File: src/rtl/tt_pkg.sv
package tt_pkg;
   localparam int OFF_CLK  = 'h00;
   localparam int OFF_CTL  = 'h0C;
   localparam int OFF_CNT  = 'h18;
   localparam int OFF_INTV = 'h24;
   localparam int OFF_STAT = 'h54;
   localparam int OFF_IE   = 'h60;
   localparam int CH_STRIDE = 4;

   localparam int EXP_W        = 4;
   localparam int CLK_EN_BIT   = 0;
   localparam int CLK_EXP_LSB  = 1;
   localparam int CLK_SEL_BIT  = CLK_EXP_LSB + EXP_W;
   localparam int CTL_HOLD_BIT = 0;
   localparam int CTL_MODE_BIT = 1;
   localparam int CTL_RST_BIT  = 4;
   localparam int IE_BIT       = 0;

   typedef struct packed {
      logic clk_r;
      logic ctl_r;
      logic intv_r;
      logic ie_r;
   } wr_strobes_t;
endpackage

File: src/rtl/tt_prescaler.sv
module tt_prescaler #(
   parameter int EXP_W = 4
) (
   input  logic             clk,
   input  logic             rst_n,
   input  logic             tick,
   input  logic             run,
   input  logic             en,
   input  logic [EXP_W-1:0] exp_sel,
   input  logic             clr,
   output logic             step
);
   localparam int DIV_W = 2 ** EXP_W;

   logic [DIV_W-1:0] phase_q;
   logic [DIV_W:0]   limit;
   logic             at_limit;

   always_comb begin
      limit    = ({{DIV_W{1'b0}}, 1'b1} << ({1'b0, exp_sel} + 1'b1)) - 1'b1;
      at_limit = ({1'b0, phase_q} >= limit);
      step     = run & tick & (~en | at_limit);
   end

   always_ff @(posedge clk) begin
      if (!rst_n || clr)
         phase_q <= '0;
      else if (run && tick && en)
         phase_q <= at_limit ? '0 : phase_q + 1'b1;
   end
endmodule

File: src/rtl/tt_counter.sv
module tt_counter #(
   parameter int CNT_W = 16
) (
   input  logic             clk,
   input  logic             rst_n,
   input  logic             step,
   input  logic             wrap_mode,
   input  logic [CNT_W-1:0] limit,
   input  logic             clr,
   output logic [CNT_W-1:0] value,
   output logic             wrap_evt
);
   logic [CNT_W-1:0] value_q;

   assign wrap_evt = step & wrap_mode & (value_q == limit);
   assign value    = value_q;

   always_ff @(posedge clk) begin
      if (!rst_n || clr)
         value_q <= '0;
      else if (wrap_evt)
         value_q <= '0;
      else if (step)
         value_q <= value_q + 1'b1;
   end
endmodule

File: src/rtl/tt_channel.sv
module tt_channel
   import tt_pkg::*;
#(
   parameter int CNT_W = 16
) (
   input  logic             clk,
   input  logic             rst_n,
   input  logic             src_a,
   input  logic             src_b,
   input  wr_strobes_t      wr,
   input  logic             rd_stat,
   input  logic [31:0]      wdata,
   output logic [31:0]      rv_clk,
   output logic [31:0]      rv_ctl,
   output logic [31:0]      rv_cnt,
   output logic [31:0]      rv_intv,
   output logic [31:0]      rv_stat,
   output logic [31:0]      rv_ie,
   output logic             irq,
   output logic             evt,
   output logic             flag,
   output logic             hold,
   output logic [CNT_W-1:0] cnt
);
   logic             src_sel_q, pre_en_q, hold_q, mode_q, ie_q, flag_q;
   logic [EXP_W-1:0] pre_exp_q;
   logic [CNT_W-1:0] intv_q;
   logic             tick, step, cnt_clr;

   assign tick    = src_sel_q ? src_b : src_a;
   assign cnt_clr = wr.ctl_r & wdata[CTL_RST_BIT];

   always_ff @(posedge clk) begin
      if (!rst_n) begin
         src_sel_q <= 1'b0;
         pre_en_q  <= 1'b0;
         pre_exp_q <= '0;
         hold_q    <= 1'b1;
         mode_q    <= 1'b0;
         intv_q    <= '1;
         ie_q      <= 1'b0;
      end else begin
         if (wr.clk_r) begin
            src_sel_q <= wdata[CLK_SEL_BIT];
            pre_en_q  <= wdata[CLK_EN_BIT];
            pre_exp_q <= wdata[CLK_EXP_LSB +: EXP_W];
         end
         if (wr.ctl_r) begin
            hold_q <= wdata[CTL_HOLD_BIT];
            mode_q <= wdata[CTL_MODE_BIT];
         end
         if (wr.intv_r)
            intv_q <= wdata[CNT_W-1:0];
         if (wr.ie_r)
            ie_q <= wdata[IE_BIT];
      end
   end

   tt_prescaler #(.EXP_W(EXP_W)) u_pre (
      .clk     (clk),
      .rst_n   (rst_n),
      .tick    (tick),
      .run     (~hold_q),
      .en      (pre_en_q),
      .exp_sel (pre_exp_q),
      .clr     (cnt_clr),
      .step    (step)
   );

   tt_counter #(.CNT_W(CNT_W)) u_cnt (
      .clk       (clk),
      .rst_n     (rst_n),
      .step      (step),
      .wrap_mode (mode_q),
      .limit     (intv_q),
      .clr       (cnt_clr),
      .value     (cnt),
      .wrap_evt  (evt)
   );

   always_ff @(posedge clk) begin
      if (!rst_n)
         flag_q <= 1'b0;
      else if (evt)
         flag_q <= 1'b1;
      else if (rd_stat)
         flag_q <= 1'b0;
   end

   always_comb begin
      rv_clk = '0;
      rv_clk[CLK_EN_BIT]              = pre_en_q;
      rv_clk[CLK_EXP_LSB +: EXP_W]    = pre_exp_q;
      rv_clk[CLK_SEL_BIT]             = src_sel_q;
      rv_ctl = '0;
      rv_ctl[CTL_HOLD_BIT]            = hold_q;
      rv_ctl[CTL_MODE_BIT]            = mode_q;
      rv_cnt  = 32'(cnt);
      rv_intv = 32'(intv_q);
      rv_stat = {31'd0, flag_q};
      rv_ie   = '0;
      rv_ie[IE_BIT]                   = ie_q;
   end

   assign irq  = flag_q & ie_q;
   assign flag = flag_q;
   assign hold = hold_q;
endmodule

File: src/rtl/tri_tick_timer.sv
module tri_tick_timer
   import tt_pkg::*;
#(
   parameter int NUM_CH = 3,
   parameter int CNT_W  = 16,
   parameter int ADDR_W = 8
) (
   input  logic              clk,
   input  logic              rst_n,
   input  logic              src_a_tick,
   input  logic              src_b_tick,
   input  logic [ADDR_W-1:0] bus_addr,
   input  logic              bus_wr,
   input  logic              bus_rd,
   input  logic [31:0]       bus_wdata,
   output logic [31:0]       bus_rdata,
   output logic [NUM_CH-1:0] irq
);
   localparam int TOP_ADDR = OFF_IE + CH_STRIDE * (NUM_CH - 1);

   if (!(CNT_W == 16 || CNT_W == 32)) begin : g_bad_width
      $error("CNT_W must be 16 or 32");
   end
   if (NUM_CH < 1 || NUM_CH > 3) begin : g_bad_count
      $error("NUM_CH must be 1 to 3 so banks do not overlap");
   end
   if (TOP_ADDR >= (1 << ADDR_W)) begin : g_bad_addr
      $error("ADDR_W too narrow for the register map");
   end

   logic [31:0] rv_clk  [NUM_CH];
   logic [31:0] rv_ctl  [NUM_CH];
   logic [31:0] rv_cnt  [NUM_CH];
   logic [31:0] rv_intv [NUM_CH];
   logic [31:0] rv_stat [NUM_CH];
   logic [31:0] rv_ie   [NUM_CH];

   logic [NUM_CH-1:0]       evt_v, flag_v, hold_v;
   logic [NUM_CH*CNT_W-1:0] cnt_v;
   logic [31:0]             rmux;

   for (genvar c = 0; c < NUM_CH; c++) begin : g_ch
      localparam logic [ADDR_W-1:0] A_CLK  = ADDR_W'(OFF_CLK  + CH_STRIDE * c);
      localparam logic [ADDR_W-1:0] A_CTL  = ADDR_W'(OFF_CTL  + CH_STRIDE * c);
      localparam logic [ADDR_W-1:0] A_INTV = ADDR_W'(OFF_INTV + CH_STRIDE * c);
      localparam logic [ADDR_W-1:0] A_STAT = ADDR_W'(OFF_STAT + CH_STRIDE * c);
      localparam logic [ADDR_W-1:0] A_IE   = ADDR_W'(OFF_IE   + CH_STRIDE * c);

      wr_strobes_t wr_s;
      logic        rd_s;

      always_comb begin
         wr_s.clk_r  = bus_wr && (bus_addr == A_CLK);
         wr_s.ctl_r  = bus_wr && (bus_addr == A_CTL);
         wr_s.intv_r = bus_wr && (bus_addr == A_INTV);
         wr_s.ie_r   = bus_wr && (bus_addr == A_IE);
         rd_s        = bus_rd && (bus_addr == A_STAT);
      end

      tt_channel #(.CNT_W(CNT_W)) u_chan (
         .clk     (clk),
         .rst_n   (rst_n),
         .src_a   (src_a_tick),
         .src_b   (src_b_tick),
         .wr      (wr_s),
         .rd_stat (rd_s),
         .wdata   (bus_wdata),
         .rv_clk  (rv_clk[c]),
         .rv_ctl  (rv_ctl[c]),
         .rv_cnt  (rv_cnt[c]),
         .rv_intv (rv_intv[c]),
         .rv_stat (rv_stat[c]),
         .rv_ie   (rv_ie[c]),
         .irq     (irq[c]),
         .evt     (evt_v[c]),
         .flag    (flag_v[c]),
         .hold    (hold_v[c]),
         .cnt     (cnt_v[c*CNT_W +: CNT_W])
      );
   end

   always_comb begin
      rmux = '0;
      for (int c = 0; c < NUM_CH; c++) begin
         if (bus_addr == ADDR_W'(OFF_CLK  + CH_STRIDE * c)) rmux = rv_clk[c];
         if (bus_addr == ADDR_W'(OFF_CTL  + CH_STRIDE * c)) rmux = rv_ctl[c];
         if (bus_addr == ADDR_W'(OFF_CNT  + CH_STRIDE * c)) rmux = rv_cnt[c];
         if (bus_addr == ADDR_W'(OFF_INTV + CH_STRIDE * c)) rmux = rv_intv[c];
         if (bus_addr == ADDR_W'(OFF_STAT + CH_STRIDE * c)) rmux = rv_stat[c];
         if (bus_addr == ADDR_W'(OFF_IE   + CH_STRIDE * c)) rmux = rv_ie[c];
      end
   end

   always_ff @(posedge clk) begin
      if (!rst_n)
         bus_rdata <= '0;
      else
         bus_rdata <= bus_rd ? rmux : 32'd0;
   end
endmodule

File: config.mk
export PLATFORM = sky130hd
export DESIGN_NAME = tri_tick_timer
export DESIGN_NICKNAME = d
export VERILOG_FILES = /design/src/rtl/tt_pkg.sv /design/src/rtl/tt_prescaler.sv /design/src/rtl/tt_counter.sv /design/src/rtl/tt_channel.sv /design/src/rtl/tri_tick_timer.sv
export SDC_FILE = /design/constraint.sdc
export NUM_CORES = 1
export LEC_CHECK = 0
export BUFFER_PORTS_ARGS = -buffer_cell sky130_fd_sc_hd__buf_2
export CORE_ASPECT_RATIO = 1.5
export CORE_MARGIN = 4
export CORE_UTILIZATION = 25
export DETAILED_ROUTE_END_ITERATION = 16
export SETUP_SLACK_MARGIN = 0.05
export SLEW_MARGIN = 20
export SYNTH_ARGS = -nofsm -noshare
export SYNTH_HDL_FRONTEND = slang
export SYNTH_SLANG_ARGS = --single-unit
File: constraint.sdc
create_clock -name clk -period 5.9 [get_ports clk]
set_input_delay 0.295 -clock clk [delete_from_list [all_inputs] [get_ports clk]]
set_output_delay 0.295 -clock clk [all_outputs]
set_load 0.01 [all_outputs]
# Word-level counts from Yosys, hierarchy flattened
# Cells that the tools add are included.
dict set report word_totals {
  register_bits 206
  out_inout_bits 35
  wordCells 165
}
dict set report classes {
  add_sub_neg 12
  order_cmp 3
  eq_ne 20
  n_shift 3
  mux 30
  bitwise_logic 29
  reduce_logical 35
}
# operator count
set op_table {}
lappend op_table {{$mux W16} 18}
lappend op_table {{$add A16 B1 Y16 const B} 6}
lappend op_table {{$ge A16 B17 Y1} 3}
lappend op_table {{$shl A1 B5 Y17 const A} 3}
lappend op_table {{$sub A17 B1 Y17 const B} 3}
lappend op_table {{$eq A16 B16 Y1} 3}
lappend op_table {{$eq A8 B7 Y1 const B} 6}
lappend op_table {{$eq A8 B5 Y1 const B} 4}
lappend op_table {{$eq A8 B6 Y1 const B} 4}
lappend op_table {{$logic_and A1 B1 Y1} 21}
lappend op_table {{$reduce_or A19 Y1} 1}
lappend op_table {{$and A1 B1 Y1} 18}
lappend op_table {{$eq A8 B4 Y1 const B} 2}
lappend op_table {{$add A4 B1 Y5 const B} 3}
lappend op_table {{$mux W1} 11}
lappend op_table {{$eq A8 B3 Y1 const B} 1}
lappend op_table {{$logic_not A8 Y1} 1}
lappend op_table {{$not A1 Y1} 8}
lappend op_table {{$mux W6} 1}
lappend op_table {{$reduce_bool A2 Y1} 3}
lappend op_table {{$reduce_or A2 Y1} 3}
lappend op_table {{$reduce_or A4 Y1} 1}
lappend op_table {{$logic_or A1 B1 Y1} 3}
lappend op_table {{$or A1 B1 Y1} 3}
lappend op_table {{other kinds (2)} 2}

# Logic depth before layout (Yosys ltp)
dict set report logic_depth {
  word_depth 19
  ltp_mapped 19
  depth_no_buf 16
}

# Hierarchy
# From an unflattened synthesis, not the netlist that was laid out.
dict set report hier_totals {
  cells_unflattened 2498
  area_unflattened_um2 19747.7
}
# module instances cells_each area_per_inst_um2
set by_module_without_submodules {}
lappend by_module_without_submodules {tt_channel 3 260 2263.4}
lappend by_module_without_submodules {tri_tick_timer 1 878 6020.8}
lappend by_module_without_submodules {tt_prescaler 3 181 1438.9}
lappend by_module_without_submodules {tt_counter 3 99 873.3}

# Least setup slack after synthesis
# OpenSTA, ideal clock, no wires.
dict set report synth_path {
  kind {flip-flop to flip-flop}
  start {register g_ch[2].u_chan.pre_exp_q[1]}
  end {register g_ch[2].u_chan.u_cnt.value_q[0]}
  arrival_time_ns 3.770
  required_time_ns 5.783
  slack_ns 2.013
  stages_incl_launch_ff 18
  path_buffers 3
  path_cell_list {dfxtp_1 clkbuf_1 or2_2 or3_1 ha_1 buf_2 nor2b_1 mux2i_1 o31a_1 ha_1 nand4_1 nor2_1 o221ai_1 a2111oi_4 nor2_2 o21ai_1 buf_2 nor2_1}
}
dict set report synth_via {
  elab_chain_cells 9
}
# element line
set synth_lines {}
lappend synth_lines {{from (decl)} tt_channel.sv:26} ;# logic [EXP_W-1:0] pre_exp_q;
lappend synth_lines {{from (signal assigned)} tt_channel.sv:46} ;# pre_exp_q <= wdata[CLK_EXP_LSB +: EXP_W];
lappend synth_lines {{$add A4 B1 Y5 (*)} tt_prescaler.sv:20} ;# limit = ({{DIV_W{1'b0}}, 1'b1} << ({1'b0, exp_sel} + 1'b1)) - 1'b1;
lappend synth_lines {{$shl A1 B5 Y17 (*)} tt_prescaler.sv:20}
lappend synth_lines {{$sub A17 B1 Y17 (*)} tt_prescaler.sv:20}
lappend synth_lines {{$ge A16 B17 Y1 (*)} tt_prescaler.sv:21} ;# at_limit = ({1'b0, phase_q} >= limit);
lappend synth_lines {{$or A1 B1 Y1 (*)} tt_prescaler.sv:22} ;# step = run & tick & (~en | at_limit);
lappend synth_lines {{$and A1 B1 Y1 (*)} tt_prescaler.sv:22}
lappend synth_lines {{$and A1 B1 Y1 (2 in series)} tt_counter.sv:15} ;# assign wrap_evt = step & wrap_mode & (value_q == limit);
lappend synth_lines {{$reduce_or A2 Y1 (no source line)} --}
lappend synth_lines {{to (signal assigned)} tt_counter.sv:24} ;# value_q <= value_q + 1'b1;
lappend synth_lines {{to (decl)} tt_counter.sv:13} ;# logic [CNT_W-1:0] value_q;
# Mark *: on every way between the ends. The rest lies on a longest branch, timed or not.
# A chain may end at the register's enable or synchronous reset.

# Final worst setup path
dict set report layout_path {
  start {register g_ch[1].u_chan.pre_exp_q[3]}
  end {register g_ch[1].u_chan.u_cnt.value_q[7]}
}
dict set report layout_via {
  elab_chain_cells 9
}
# element line
set layout_lines {}
lappend layout_lines {{from (decl)} tt_channel.sv:26}
lappend layout_lines {{from (signal assigned)} tt_channel.sv:46}
lappend layout_lines {{$add A4 B1 Y5 (*)} tt_prescaler.sv:20}
lappend layout_lines {{$shl A1 B5 Y17 (*)} tt_prescaler.sv:20}
lappend layout_lines {{$sub A17 B1 Y17 (*)} tt_prescaler.sv:20}
lappend layout_lines {{$ge A16 B17 Y1 (*)} tt_prescaler.sv:21}
lappend layout_lines {{$or A1 B1 Y1 (*)} tt_prescaler.sv:22}
lappend layout_lines {{$and A1 B1 Y1 (*)} tt_prescaler.sv:22}
lappend layout_lines {{$and A1 B1 Y1 (2 in series)} tt_counter.sv:15}
lappend layout_lines {{$reduce_or A2 Y1 (no source line)} --}
lappend layout_lines {{to (signal assigned)} tt_counter.sv:24}
lappend layout_lines {{to (decl)} tt_counter.sv:13}
# Marks and branches as above.

==> qor.yml <==
global_route:
  grt-ovfl-total: 0
  grt_pass1_vias: 9571
  grt_pass1_wl_um: 51400
  antenna_found_initial: 5
  grt_use_total: 0.134
  grt_max_degree: 85
logic_synthesis:
  netlist_area_um2: 11000
  synth_top_area_share: 0.345
  synth_top_area_cell: "dfxtp_1"
  syn_area_per_cell_um2: 8.00
  synth_edf_count: 0
  synthFlopType: "dfxtp_1"
  ys_ff_latch: 190
  synthCells: 1378
  yosysWarnings: 0
  ys_async_sr_fraction: 0
  ys_types: 63
  ys_seq_area_frac: 0.345
  synth_area_leaders: "dfxtp_1, nand2_1, ha_1, nand3_1, xor2_1"
cts:
  cts_tree: "done"
  post_cts_buffers: 0
  hold_buffers: 0
  cts_buffer_depth: 2
  clock_sinks: 190
  htreeDepth: 4
  clkLatencyLatePin_ns: 0.46
  cts_resized: 0
  numCtsBuffers: 17
  clk_pin_slew_ns: 0.07
  cts-root-buf: "clkbuf_16"
worst_setup_path:
  critPathMaxFanout: 18
  worst_path_max_delay_cell: "nand2_1"
  critPathBufInv: 1
  cp_data_arrival_time_ns: 5.08
  critPathMaxStageDelay_ns: 0.55
  critPathLaunchType: "register"
  crit_path_cell_trace: "nor4_1 -> inv_1 -> ha_1 -> nand2b_1 -> nor3b_1 -> a21oi_1 -> nor2_1 -> a21oi_1 -> ha_1 -> nand4_1 -> a211oi_1 -> nor4_1 -> o21ai_1 -> nand3_1 -> nand2_1 -> nor2_1"
  crit_path_end_kind: "register"
  r2r_slack_ns: 1.14
  critical_path_class: "reg -> reg"
  crit_required_ns: 6.22
  crit_family: "simple AND/OR/NAND/NOR gates"
pwr:
  ir_drop_v: 0.000196
  seq_power_share: 0.508
  p_int_uw: 1910
  combPwrFrac: 0.038
  p_leak_uw: 0.00451
  p_per_area_nw_per_um2: 207
  p_switching_uw: 617
  switching_share: 0.244
  clkPwrFrac: 0.454
die:
  fp.dieW_um: 179
  dieHeight_um: 265
  ios: 81
  die_area_um2: 47600
  rows: 93
  start_util: 0.255
  core_um2: 43300
timing:
  finalHoldWorstSlack_ns: 0.0822
  relSlewSlack: 0.306
  tightestPinTransition_ns: 1.03
  drv_slew: 0
  min_period_over_period: 0.806
  finalSetupViolations: 0
  fin_skew_ns: 0.00772
  max_clock_freq_mhz: 210
  fin_crit_ns: 4.76
  rsz0062_at_grt: "no"
  hold_viol: 0
  tns_ns: 0
  worst_slack_ns: 1.14
route:
  dr.pass1.iters: 10
  ant_nets: 0
  drc: 0
  routed_via_density: 5.12
  wl_um: 32800
  wl_per_cell_um: 16.7
  drtIter0Drc: 727
  dr_total_vias: 10000
finish:
  fill_cells: 4689
  finalNetCount: 1478
  stdcell_area_um2: 12200
  area.growth.synth_to_final_pct: 11.0
  final_util: 0.282
  drive_above_1_share: 0.0764
placed_design:
  hpwl_um: 25500
  dp_slack_ns: 1.13
  io_buffers: 48
  placed_cell_area_um2: 11600
  gp_congestion: 0.897
hold_path:
  hp-class: "in -> reg"
flow_run:
  max_cap_viol_count: 0
run_status:
  status: "complete, no violations"
[power by group through the flow]
stage	combinational, µW	sequential, µW	clock, µW
final	96.2	1280	1150
after global routing	105	1280	1220
after CTS	95.9	1280	1180
after detailed placement	95.5	1310	0
after global placement	94.7	1310	0
after floorplan	63.6	1310	0
[per-stage QoR]
stage	power, µW	cells
6_report	2530	1962
5_1_grt	2610	1958
4_1_cts	2560	1958
3_5_place_dp	1410	1926
3_3_place_gp	1410	1926
2_1_floorplan	1380	1398
[logic make-up (layout without fill, tap and decap cells)]
logic type	Yosys count	in the layout	synth area share
compound gates	264	264	0.163
xor+xnor	113	113	0.0898
fa+ha+maj	57	57	0.0647
buf+inv	114	104	0.0476
flops	190	190	0.345
mux	19	19	0.0174
other cells	2	26	0.000682
simple gates	619	619	0.272
[cell usage after synthesis, types with 21 or more instances]
library cell and count:
buf_4 21, a21oi_1 56, a31oi_1 21, a22oi_1 40, o21ai_0 37, dfxtp_1 190
nor2_1 114, nand2_1 208, xnor2_1 53, nand3_1 124, xor2_1 60, nand4_1 35
clkbuf_1 58, ha_1 57
[cell usage in the layout (no fill, tap or decap), types with 18 or more instances in the layout]
cell type and n:
nand2_1 208, dfxtp_1 190, nand3_1 124, nor2_1 114
xor2_1 60, ha_1 57, a21oi_1 56, xnor2_1 53
buf_2 48, a22oi_1 40, o21ai_0 37, nand4_1 35
conb_1 22, a31oi_1 21, and3_1 20, a21boi_0 20
mux2i_1 18
[flip-flops by register name, indices dropped and copies added, names as in the netlist]
name / cells
g_ch.u_chan.u_pre.phase_q: 48
g_ch.u_chan.mode_q: 3
g_ch.u_chan.u_cnt.value: 48
g_ch.u_chan.flag: 3
g_ch.u_chan.pre_exp_q: 12
g_ch.u_chan.hold: 3
g_ch.u_chan.src_sel_q: 3
g_ch.u_chan.ie_q: 3
g_ch.u_chan.intv_q: 48
bus_rdata: 16
g_ch.u_chan.pre_en_q: 3
[worst min-delay path, cell delays in order]
cell and delay (ns):
buf_2 0.10, nand2_1 0.05, nand3_1 0.07
[worst paths after layout]
path	from	depth (start not counted)	endpoint
worst min-delay path	bus_wdata[6]	3	g_ch[0].u_chan.intv_q[6]$_SDFFE_PN1P_
worst min register to register	g_ch[1].u_chan.ie_q$_SDFFE_PN0P_	2	g_ch[1].u_chan.ie_q$_SDFFE_PN0P_
worst max-delay path	g_ch[1].u_chan.pre_exp_q[3]$_SDFFE_PN0P_	16	g_ch[1].u_chan.u_cnt.value[7]$_SDFFE_PP0P_
worst max register to register	g_ch[1].u_chan.pre_exp_q[3]$_SDFFE_PN0P_	16	g_ch[1].u_chan.u_cnt.value[7]$_SDFFE_PP0P_
[metal layers]
layer  up-vias  wire (µm)  track usage
met2       256      17500        0.255
met5         -         13            0
met1      4790      11900        0.135
met3        95       1380       0.0237
li1       4905          -            -
met4         2       1950       0.0822
[cell type report]
type                       instances  area [µm²]  share of cell area
clock inverter                    13         130              0.0106
inverter                          18        67.6             0.00553
tap                              570         713              0.0583
timing repair buffer              54         285              0.0233
antenna                            4        10.0            0.000819
clock buffer                      19         443              0.0362
sequential                       190        3800               0.311
multi-input combinational       1094        6770               0.554
(Power assumes the default switching activity.)
